[config.mk]
export PLATFORM = sky130hd
export DESIGN_NAME = bl_pwm_top
export DESIGN_NICKNAME = d
export VERILOG_FILES = /design/src/rtl/bl_pwm_pkg.sv /design/src/rtl/bl_pwm_regs.sv /design/src/rtl/bl_pwm_sync.sv /design/src/rtl/bl_pwm_prescaler.sv /design/src/rtl/bl_pwm_wave.sv /design/src/rtl/bl_pwm_top.sv
export SDC_FILE = /design/constraint.sdc
export NUM_CORES = 1
export LEC_CHECK = 0
export CAP_MARGIN = 25
export CORE_MARGIN = 10
export CORE_UTILIZATION = 45
export CTS_CLUSTER_DIAMETER = 200
export DETAILED_ROUTE_END_ITERATION = 8
export PLACE_DENSITY = 0.73
export SLEW_MARGIN = 25
export SYNTH_ARGS = -nofsm -noshare
export SYNTH_HDL_FRONTEND = slang
export SYNTH_SLANG_ARGS = --single-unit
[constraint.sdc]
create_clock -name clk -period 7.2 [get_ports clk]
set_input_delay 1.44 -clock clk [delete_from_list [all_inputs] [get_ports clk]]
set_output_delay 1.44 -clock clk [all_outputs]
set_load 0.01 [all_outputs]
[src/rtl/bl_pwm_pkg.sv]
package bl_pwm_pkg;
  localparam int ADDR_W   = 8;
  localparam int DATA_W   = 32;
  localparam int DIV_W    = 10;
  localparam int PER_W    = 12;
  localparam int HIGH_W   = 13;
  localparam int DIV_LSB  = 16;
  localparam int PER_LSB  = 0;
  localparam int HIGH_LSB = 16;
  localparam int CMP_W    = (HIGH_W > PER_W) ? HIGH_W : PER_W;

  localparam logic [ADDR_W-1:0] OFS_ENABLE = 8'h00;
  localparam logic [ADDR_W-1:0] OFS_COMMIT = 8'h08;
  localparam logic [ADDR_W-1:0] OFS_DIRECT = 8'h0C;
  localparam logic [ADDR_W-1:0] OFS_CTL0   = 8'h10;
  localparam logic [ADDR_W-1:0] OFS_CTL1   = 8'h14;

  typedef struct packed {
    logic [DIV_W-1:0]  div;
    logic [PER_W-1:0]  per;
    logic [HIGH_W-1:0] high;
  } pwm_cfg_t;

  function automatic pwm_cfg_t unpack_cfg(input logic [DATA_W-1:0] w0,
                                          input logic [DATA_W-1:0] w1);
    pwm_cfg_t c;
    c.div  = w0[DIV_LSB +: DIV_W];
    c.per  = w1[PER_LSB +: PER_W];
    c.high = w1[HIGH_LSB +: HIGH_W];
    return c;
  endfunction
endpackage

[src/rtl/bl_pwm_regs.sv]
module bl_pwm_regs
  import bl_pwm_pkg::*;
(
  input  logic              clk,
  input  logic              rst,
  input  logic              req_valid,
  input  logic              req_write,
  input  logic [ADDR_W-1:0] req_addr,
  input  logic [DATA_W-1:0] req_wdata,
  output logic [DATA_W-1:0] rdata,
  output logic              en,
  output pwm_cfg_t          shadow,
  output pwm_cfg_t          dir_cfg,
  output logic              commit_req,
  output logic              dir_we0,
  output logic              dir_we1
);
  logic [DATA_W-1:0] en_word, dir_word, ctl0_word, ctl1_word;
  logic              wr, rd;
  logic              direct;

  assign wr     = req_valid && req_write;
  assign rd     = req_valid && !req_write;
  assign en     = en_word[0];
  assign direct = dir_word[0];
  assign shadow = unpack_cfg(ctl0_word, ctl1_word);

  // fields as they would land from this write, used by direct mode
  assign dir_cfg    = unpack_cfg(req_wdata, req_wdata);
  assign commit_req = wr && (req_addr == OFS_COMMIT) && req_wdata[0];
  assign dir_we0    = wr && direct && (req_addr == OFS_CTL0);
  assign dir_we1    = wr && direct && (req_addr == OFS_CTL1);

  always_ff @(posedge clk) begin
    if (rst) begin
      en_word   <= '0;
      dir_word  <= '0;
      ctl0_word <= '0;
      ctl1_word <= '0;
    end else if (wr) begin
      case (req_addr)
        OFS_ENABLE: en_word   <= req_wdata;
        OFS_DIRECT: dir_word  <= req_wdata;
        OFS_CTL0:   ctl0_word <= req_wdata;
        OFS_CTL1:   ctl1_word <= req_wdata;
        default: ;
      endcase
    end
  end

  always_ff @(posedge clk) begin
    if (rst) begin
      rdata <= '0;
    end else if (rd) begin
      case (req_addr)
        OFS_ENABLE: rdata <= en_word;
        OFS_DIRECT: rdata <= dir_word;
        OFS_CTL0:   rdata <= ctl0_word;
        OFS_CTL1:   rdata <= ctl1_word;
        default:    rdata <= '0;
      endcase
    end
  end
endmodule

[src/rtl/bl_pwm_sync.sv]
module bl_pwm_sync
  import bl_pwm_pkg::*;
(
  input  logic     clk,
  input  logic     rst,
  input  logic     run,
  input  logic     boundary,
  input  logic     commit_req,
  input  pwm_cfg_t shadow,
  input  logic     dir_we0,
  input  logic     dir_we1,
  input  pwm_cfg_t dir_cfg,
  output pwm_cfg_t act,
  output logic     pending
);
  pwm_cfg_t pend_cfg;
  logic     apply;

  // a snapshot moves to the running set at a period end, or at once when idle
  assign apply = pending && (boundary || !run);

  always_ff @(posedge clk) begin
    if (rst) begin
      pending  <= 1'b0;
      pend_cfg <= '0;
      act      <= '0;
    end else begin
      if (apply) act <= pend_cfg;
      if (dir_we0) act.div <= dir_cfg.div;
      if (dir_we1) begin
        act.per  <= dir_cfg.per;
        act.high <= dir_cfg.high;
      end
      if (commit_req) begin
        pending  <= 1'b1;
        pend_cfg <= shadow;
      end else if (apply) begin
        pending <= 1'b0;
      end
    end
  end
endmodule

[src/rtl/bl_pwm_prescaler.sv]
module bl_pwm_prescaler
  import bl_pwm_pkg::*;
(
  input  logic             clk,
  input  logic             rst,
  input  logic             run,
  input  logic             restart,
  input  logic [DIV_W-1:0] div,
  output logic             tick
);
  logic [DIV_W-1:0] cnt;

  assign tick = run && (cnt == div);

  always_ff @(posedge clk) begin
    if (rst || !run || restart || tick) cnt <= '0;
    else                                cnt <= cnt + 1'b1;
  end
endmodule

[src/rtl/bl_pwm_wave.sv]
module bl_pwm_wave
  import bl_pwm_pkg::*;
(
  input  logic              clk,
  input  logic              rst,
  input  logic              run,
  input  logic              restart,
  input  logic              tick,
  input  logic [PER_W-1:0]  per,
  input  logic [HIGH_W-1:0] high,
  output logic              boundary,
  output logic [PER_W-1:0]  per_cnt,
  output logic              pwm_out
);
  logic [CMP_W-1:0] cnt_ext, high_ext;
  logic             level;

  assign boundary = tick && (per_cnt == per);
  assign cnt_ext  = CMP_W'(per_cnt);
  assign high_ext = CMP_W'(high);
  assign level    = run && (cnt_ext < high_ext);

  always_ff @(posedge clk) begin
    if (rst || !run || restart || boundary) per_cnt <= '0;
    else if (tick)                          per_cnt <= per_cnt + 1'b1;
  end

  always_ff @(posedge clk) begin
    if (rst) pwm_out <= 1'b0;
    else     pwm_out <= level;
  end
endmodule

[src/rtl/bl_pwm_top.sv]
module bl_pwm_top
  import bl_pwm_pkg::*;
(
  input  logic              clk,
  input  logic              rst,
  input  logic              reg_valid,
  input  logic              reg_write,
  input  logic [ADDR_W-1:0] reg_addr,
  input  logic [DATA_W-1:0] reg_wdata,
  output logic [DATA_W-1:0] reg_rdata,
  output logic              pwm_out
);
  logic             en_w, commit_w, dir_we0_w, dir_we1_w, restart_w;
  logic             tick_w, boundary_w, pend_w;
  logic [PER_W-1:0] per_cnt_w;
  pwm_cfg_t         shadow_w, dir_cfg_w, act_w;

  assign restart_w = dir_we0_w || dir_we1_w;

  bl_pwm_regs u_regs (
    .clk(clk), .rst(rst),
    .req_valid(reg_valid), .req_write(reg_write),
    .req_addr(reg_addr), .req_wdata(reg_wdata),
    .rdata(reg_rdata), .en(en_w),
    .shadow(shadow_w), .dir_cfg(dir_cfg_w),
    .commit_req(commit_w), .dir_we0(dir_we0_w), .dir_we1(dir_we1_w)
  );

  bl_pwm_sync u_sync (
    .clk(clk), .rst(rst), .run(en_w), .boundary(boundary_w),
    .commit_req(commit_w), .shadow(shadow_w),
    .dir_we0(dir_we0_w), .dir_we1(dir_we1_w), .dir_cfg(dir_cfg_w),
    .act(act_w), .pending(pend_w)
  );

  bl_pwm_prescaler u_pre (
    .clk(clk), .rst(rst), .run(en_w), .restart(restart_w),
    .div(act_w.div), .tick(tick_w)
  );

  bl_pwm_wave u_wave (
    .clk(clk), .rst(rst), .run(en_w), .restart(restart_w), .tick(tick_w),
    .per(act_w.per), .high(act_w.high),
    .boundary(boundary_w), .per_cnt(per_cnt_w), .pwm_out(pwm_out)
  );
endmodule

## After elaboration in Yosys (flattened, before gate mapping)

Cells that the tools add are included.

| storage, ports and cells | value |
|---|---|
| memories kept | 0 |
| bits in read-only memories | 0 |
| bits in latches | 0 |
| memory bits (writable) | 0 |
| bits of input ports | 44 |
| word-level logic and storage cells | 57 |
| register bits | 254 |

| operators by class | value |
|---|---|
| divide/modulo/power cells | 0 |
| shifts and indexed selects | 0 |
| $mul | 0 |
| muxes and demuxes | 6 |
| reduce and logical (&&, ||, !) cells | 27 |
| $lt $le $gt $ge | 1 |
| bitwise gates (word level) | 0 |
| add/sub/neg operators | 2 |
| eq/ne operators | 6 |

Operator list:

| kind | count |
|---|---|
| case mux 32 bit (4 select lines) | 1 |
| 2-to-1 mux 35 bit | 1 |
| 2-to-1 mux 25 bit | 1 |
| equality test 8 x 4 -> 1 bit (second input constant) | 2 |
| equality test 8 x 5 -> 1 bit (second input constant) | 2 |
| < comparator 12 x 13 -> 1 bit | 1 |
| adder 12 x 1 -> 12 bit (second input constant) | 1 |
| equality test 12 bit | 1 |
| logical AND 1 bit | 11 |
| adder 10 x 1 -> 10 bit (second input constant) | 1 |
| equality test 10 bit | 1 |
| 2-to-1 mux 10 bit | 1 |
| zero test 8 bit | 1 |
| AND reduction 2 bit | 4 |
| logical OR 1 bit | 6 |
| nonzero test 2 bit | 3 |
| zero test 1 bit | 2 |
| 2-to-1 mux 1 bit | 2 |

## Logic depth before layout (Yosys ltp)

| depth | value |
|---|---|
| depth after elaboration | 7 |
| depth in mapped cells | 9 |
| depth with buffers taken out | 8 |

## Modules after synthesis

Synthesis repeated with hierarchy kept, for this count alone.

| unflattened totals | value |
|---|---|
| cells, all modules | 1338 |
| area, all modules | 11509.8 µm² |

Modules (own cells, without submodules):

| module | cells each | times used | area an instance (µm²) |
|---|---|---|---|
| bl_pwm_regs | 840 | 1 | 6779.0 |
| bl_pwm_sync | 321 | 1 | 3156.8 |
| bl_pwm_wave | 119 | 1 | 1021.0 |
| bl_pwm_prescaler | 57 | 1 | 546.8 |
| bl_pwm_top | 1 | 1 | 6.3 |

## Least setup slack after synthesis

OpenSTA, ideal clock, no wires.

| path | value |
|---|---|
| kind | input-to-reg |
| start point | input reg_addr[0] |
| end point | register u_regs.ctl0_word[10] |
| stages | 8 |
| path buffers | 3 |
| setup slack | 3.859 ns |
| data arrival time | 3.209 ns |
| cells stage by stage | or4_4 or3_1 buf_4 or3_1 buf_2 buf_6 nand2_1 a21oi_1 |

| between the ends | value |
|---|---|
| longest elaborated chain between the ends | 2 |

RTL lines:

| element | RTL line | source |
|---|---|---|
| start: declaration | bl_pwm_top.sv:8 | `input logic [ADDR_W-1:0] reg_addr,` |
| equality test 8 x 5 -> 1 bit | bl_pwm_regs.sv:41 | `case (req_addr)` |
| AND reduction 2 bit (no line) | n/a |  |
| end signal: assignment | bl_pwm_regs.sv:44 | `OFS_CTL0: ctl0_word <= req_wdata;` |
| end: declaration | bl_pwm_regs.sv:18 | `logic [DATA_W-1:0] en_word, dir_word, ctl0_word, ctl1_word;` |

Every way passes these cells.
A chain may end at the register's enable or synchronous reset.

## Worst setup path after layout

| path | value |
|---|---|
| start point | input reg_addr[0] |
| end point | register u_regs.en_word[21] |

| between the ends | value |
|---|---|
| longest elaborated chain between the ends | 2 |

RTL lines:

| element | RTL line | source |
|---|---|---|
| zero test 8 bit | bl_pwm_regs.sv:41 |  |
| AND reduction 2 bit (no line) | n/a |  |
| end signal: assignment | bl_pwm_regs.sv:42 | `OFS_ENABLE: en_word <= req_wdata;` |
| end: declaration | bl_pwm_regs.sv:18 |  |

Every way passes these cells.

==> impl_metrics.py <==
metrics = {
    "power_and_ir_drop": {
        "power_frac_seq": 0.478,
        "switching_share": 0.215,
        "ir_drop_mv": 0.162,
        "internal_power_w": 0.00231,
        "power.leakage_nw": 4.17,
        "switchingPower_w": 0.000632,
        "p_per_area_nw_per_um2": 238,
        "p_clk_frac": 0.492,
        "pwr-share-comb": 0.030,
    },
    "timing": {
        "min_period_ns": 4.21,
        "worst_slack_ns": 2.99,
        "post-route-period-util": 0.584,
        "final_hold_viol_count": 0,
        "fmax_mhz": 238,
        "setup_tns_ns": 0,
        "hold_slack_ns": 0.449,
        "setup_violations": 0,
        "max_slew.worst_pin.slew_ns": 0.887,
        "drv_slew": 0,
        "max-slew-margin-rel": 0.409,
        "skew_ns": 0.0132,
        "rsz0062_at_grt": "false",
    },
    "logic_synthesis": {
        "ys_seq_elements": 254,
        "ys_seq_area_frac": 0.482,
        "syn_inst": 1255,
        "yosys.area_share.simple": 0.209,
        "syn_avg_cell_area_um2": 8.41,
        "syn_nets": 1312,
        "syn_area_um2": 10600,
        "synth.distinct_cells": 45,
        "synth-adder-area-share": 0.0154,
        "muxShareOfSynthArea": 0.0420,
        "synth_xor_area_frac": 0.0349,
        "synth_compound_area_frac": 0.173,
        "synth_top_family_by_area": "simple AND/OR/NAND/NOR gates",
        "ys_warn_count": 0,
    },
    "layout": {
        "drive_above_1_share": 0.0660,
        "fin_nets": 1341,
        "diodes": 0,
        "area_delta_synth_final_pct": 17.3,
    },
    "setup_path": {
        "crit_required_ns": 7.64,
        "critPathCaptureType": "flop",
        "arrival_ns": 4.65,
        "crit_type": "input pin to flop",
        "path_max_fanout": 34,
        "start_kind": "input pin",
    },
    "clock_network": {
        "cts_resized": 0,
        "cts_root_buffer": "clkbuf_16",
        "clk_latency_ns": 0.53,
        "postCtsHoldBufs": 0,
        "cts_setup_buffers": 0,
        "cts_buffer_depth": 3,
        "cts_sinks": 254,
        "clk_pin_slew_ns": 0.06,
        "htree_levels": 1,
        "cts_tree": "done",
        "cts_made_buffers": 27,
    },
    "die": {
        "die_area_um2": 30000,
        "floorplan.initialDensity": 0.462,
        "core.rowCount": 55,
        "fp.dieW_um": 173,
        "coreArea_um2": 22800,
        "ios": 77,
        "chipHeight_um": 173,
    },
    "placed_design": {
        "dpl_worst_slack_ns": 2.52,
        "place.gp.congestion": 0.815,
        "port_buffers": 76,
        "dp_hpwl_um": 19000,
    },
    "routing": {
        "viasPerCell": 5.59,
        "first_pass_iters": 6,
        "wire_per_inst_um": 18.5,
        "final_antenna_net_count": 0,
        "drt_wl_total_um": 29800,
        "first_iter_violations": 816,
        "drc": 0,
        "via_count": 9033,
    },
    "flow_run": {
        "maxCapViolations": 0,
    },
    "global_routing": {
        "grtUsageTotal": 0.192,
        "grt_pass1_vias": 8831,
        "grt_max_degree": 104,
        "gr-total-overflow": 0,
        "grt_pass1_wl_um": 48100,
        "antenna_found_initial": 0,
    },
    "hold_path": {
        "hp-class": "flop to flop",
    },
    "outcome": {
        "status": "completed",
    },
}
==> cell families after synthesis <==
group           after synthesis
compound gates              278
xor+xnor                     42
fa+ha+maj                    13
buf+inv                     109
flops                       254
mux                          43
simple gates                516
==> cells in the mapped netlist, drive strengths merged <==
| cell | instances | area, um^2 |
|---|---|---|
| a211oi | 1 | 7.51 |
| a21o | 5 | 37.5 |
| a21oi | 168 | 841 |
| a221o | 25 | 250 |
| a221oi | 32 | 280 |
| a22o | 10 | 87.6 |
| a22oi | 1 | 7.51 |
| a2bb2oi | 32 | 280 |
| a31oi | 1 | 6.26 |
| a41o | 1 | 10.0 |
| and2 | 29 | 181 |
| and3 | 8 | 50.1 |
| and4 | 1 | 8.76 |
| buf | 30 | 168 |
| clkbuf | 65 | 246 |
| dfxtp | 254 | 5080 |
| ha | 13 | 163 |
| inv | 14 | 52.6 |
| mux2 | 10 | 113 |
| mux2i | 33 | 330 |
| nand2 | 337 | 1260 |
| nand2b | 5 | 31.3 |
| nand3 | 9 | 45.0 |
| nand3b | 1 | 7.51 |
| nand4 | 17 | 106 |
| nor2 | 94 | 353 |
| nor2b | 2 | 12.5 |
| nor3 | 6 | 57.6 |
| nor4 | 2 | 27.5 |
| nor4b | 2 | 32.5 |
| o21a | 1 | 7.51 |
| o221ai | 1 | 8.76 |
| or3 | 2 | 12.5 |
| or4 | 1 | 11.3 |
| xnor2 | 27 | 236 |
| xor2 | 15 | 131 |
==> sequential cells by signal (all words and copies together), names as in the netlist <==
signal	flops
u_regs.en_word	32
u_regs.dir_word	32
u_sync.pending	1
u_regs.ctl0_word	32
u_sync.act	35
u_regs.ctl1_word	32
u_wave.per_cnt	12
u_regs.rdata	32
u_wave.pwm_out	1
u_pre.cnt	10
u_sync.pend_cfg	35
==> critical path, stage by stage <==
cell and delay, ns:
clkdlybuf4s50_1 0.40, or4_4 0.55, nor2_1 0.27, nor4b_4 0.24
buf_4 0.44, and2_1 0.65, buf_4 0.39, nand2_1 0.08
a21oi_1 0.16
==> metal layers <==
metal | track usage | vias up | part of all wire
met5 | 0 | - | 0
met4 | 0.0586 | 0 | 0.023
met2 | 0.322 | 331 | 0.48
li1 | - | 4342 | -
met3 | 0.0305 | 46 | 0.082
met1 | 0.249 | 4314 | 0.42
==> path summary, 6_finish.rpt <==
path / start / endpoint / slack (ns) / cells after the start
worst min-delay path: u_regs.ctl0_word[10] / u_regs.ctl0_word[10] / 0.45 / 2
worst max register to register: u_wave.per_cnt[1] / u_sync.act[3] / 4.52 / 8
worst max-delay path: reg_addr[0] / u_regs.en_word[21] / 2.99 / 9
worst min register to register: u_regs.ctl0_word[10] / u_regs.ctl0_word[10] / 0.45 / 2
==> placed cells by master, fill, tap and decap left out, types with 7 or more instances in the layout <==
| cell | synthesis | routed |
|---|---|---|
| nand2_1 | 337 | 337 |
| dfxtp_1 | 254 | 254 |
| a21oi_1 | 168 | 168 |
| nor2_1 | 94 | 94 |
| clkdlybuf4s50_1 | 0 | 74 |
| mux2i_1 | 33 | 33 |
| a221oi_1 | 32 | 32 |
| a2bb2oi_1 | 32 | 32 |
| and2_1 | 28 | 29 |
| xnor2_1 | 27 | 27 |
| clkbuf_16 | 0 | 27 |
| a221o_1 | 25 | 25 |
| buf_4 | 1 | 18 |
| nand4_1 | 17 | 17 |
| xor2_1 | 15 | 15 |
| inv_1 | 14 | 14 |
| ha_1 | 13 | 13 |
| mux2_2 | 10 | 10 |
| a22o_1 | 10 | 10 |
| and3_1 | 8 | 8 |
| clkinv_2 | 0 | 8 |
| nand3_1 | 9 | 7 |
==> area by class of cell <==
class                           count  area, um^2
Tap cell                          313         392
Sequential cell                   254        5080
Inverter                           14        52.6
Fill cell                        2134       10500
Clock inverter                     14         185
Multi-Input combinational cell    892        5020
Timing Repair Buffer               95         903
Clock buffer                       34         742
==> metrics by stage <==
stage	std cells	power (W)	utilization	instance area, um^2
detailed placement	1568	0.00152	0.501	11400
global placement	1568	0.00152	0.501	11400
finish	1616	0.00294	0.542	12400
floorplan	1255	0.00147	-	10600
global route	1616	0.00302	0.542	12400
CTS	1616	0.00295	0.542	12400
==> power by group through the flow <==
stage / registers [W] / clock network (W) / logic (W)
2_1_floorplan: 0.00144 / 0 / 0.0000367
3_3_place_gp: 0.00144 / 0 / 0.0000866
3_5_place_dp: 0.00144 / 0 / 0.0000867
4_1_cts: 0.00141 / 0.00146 / 0.0000870
5_1_grt: 0.00140 / 0.00152 / 0.0000937
6_report: 0.00141 / 0.00145 / 0.0000887
(Power assumes the default switching activity.)
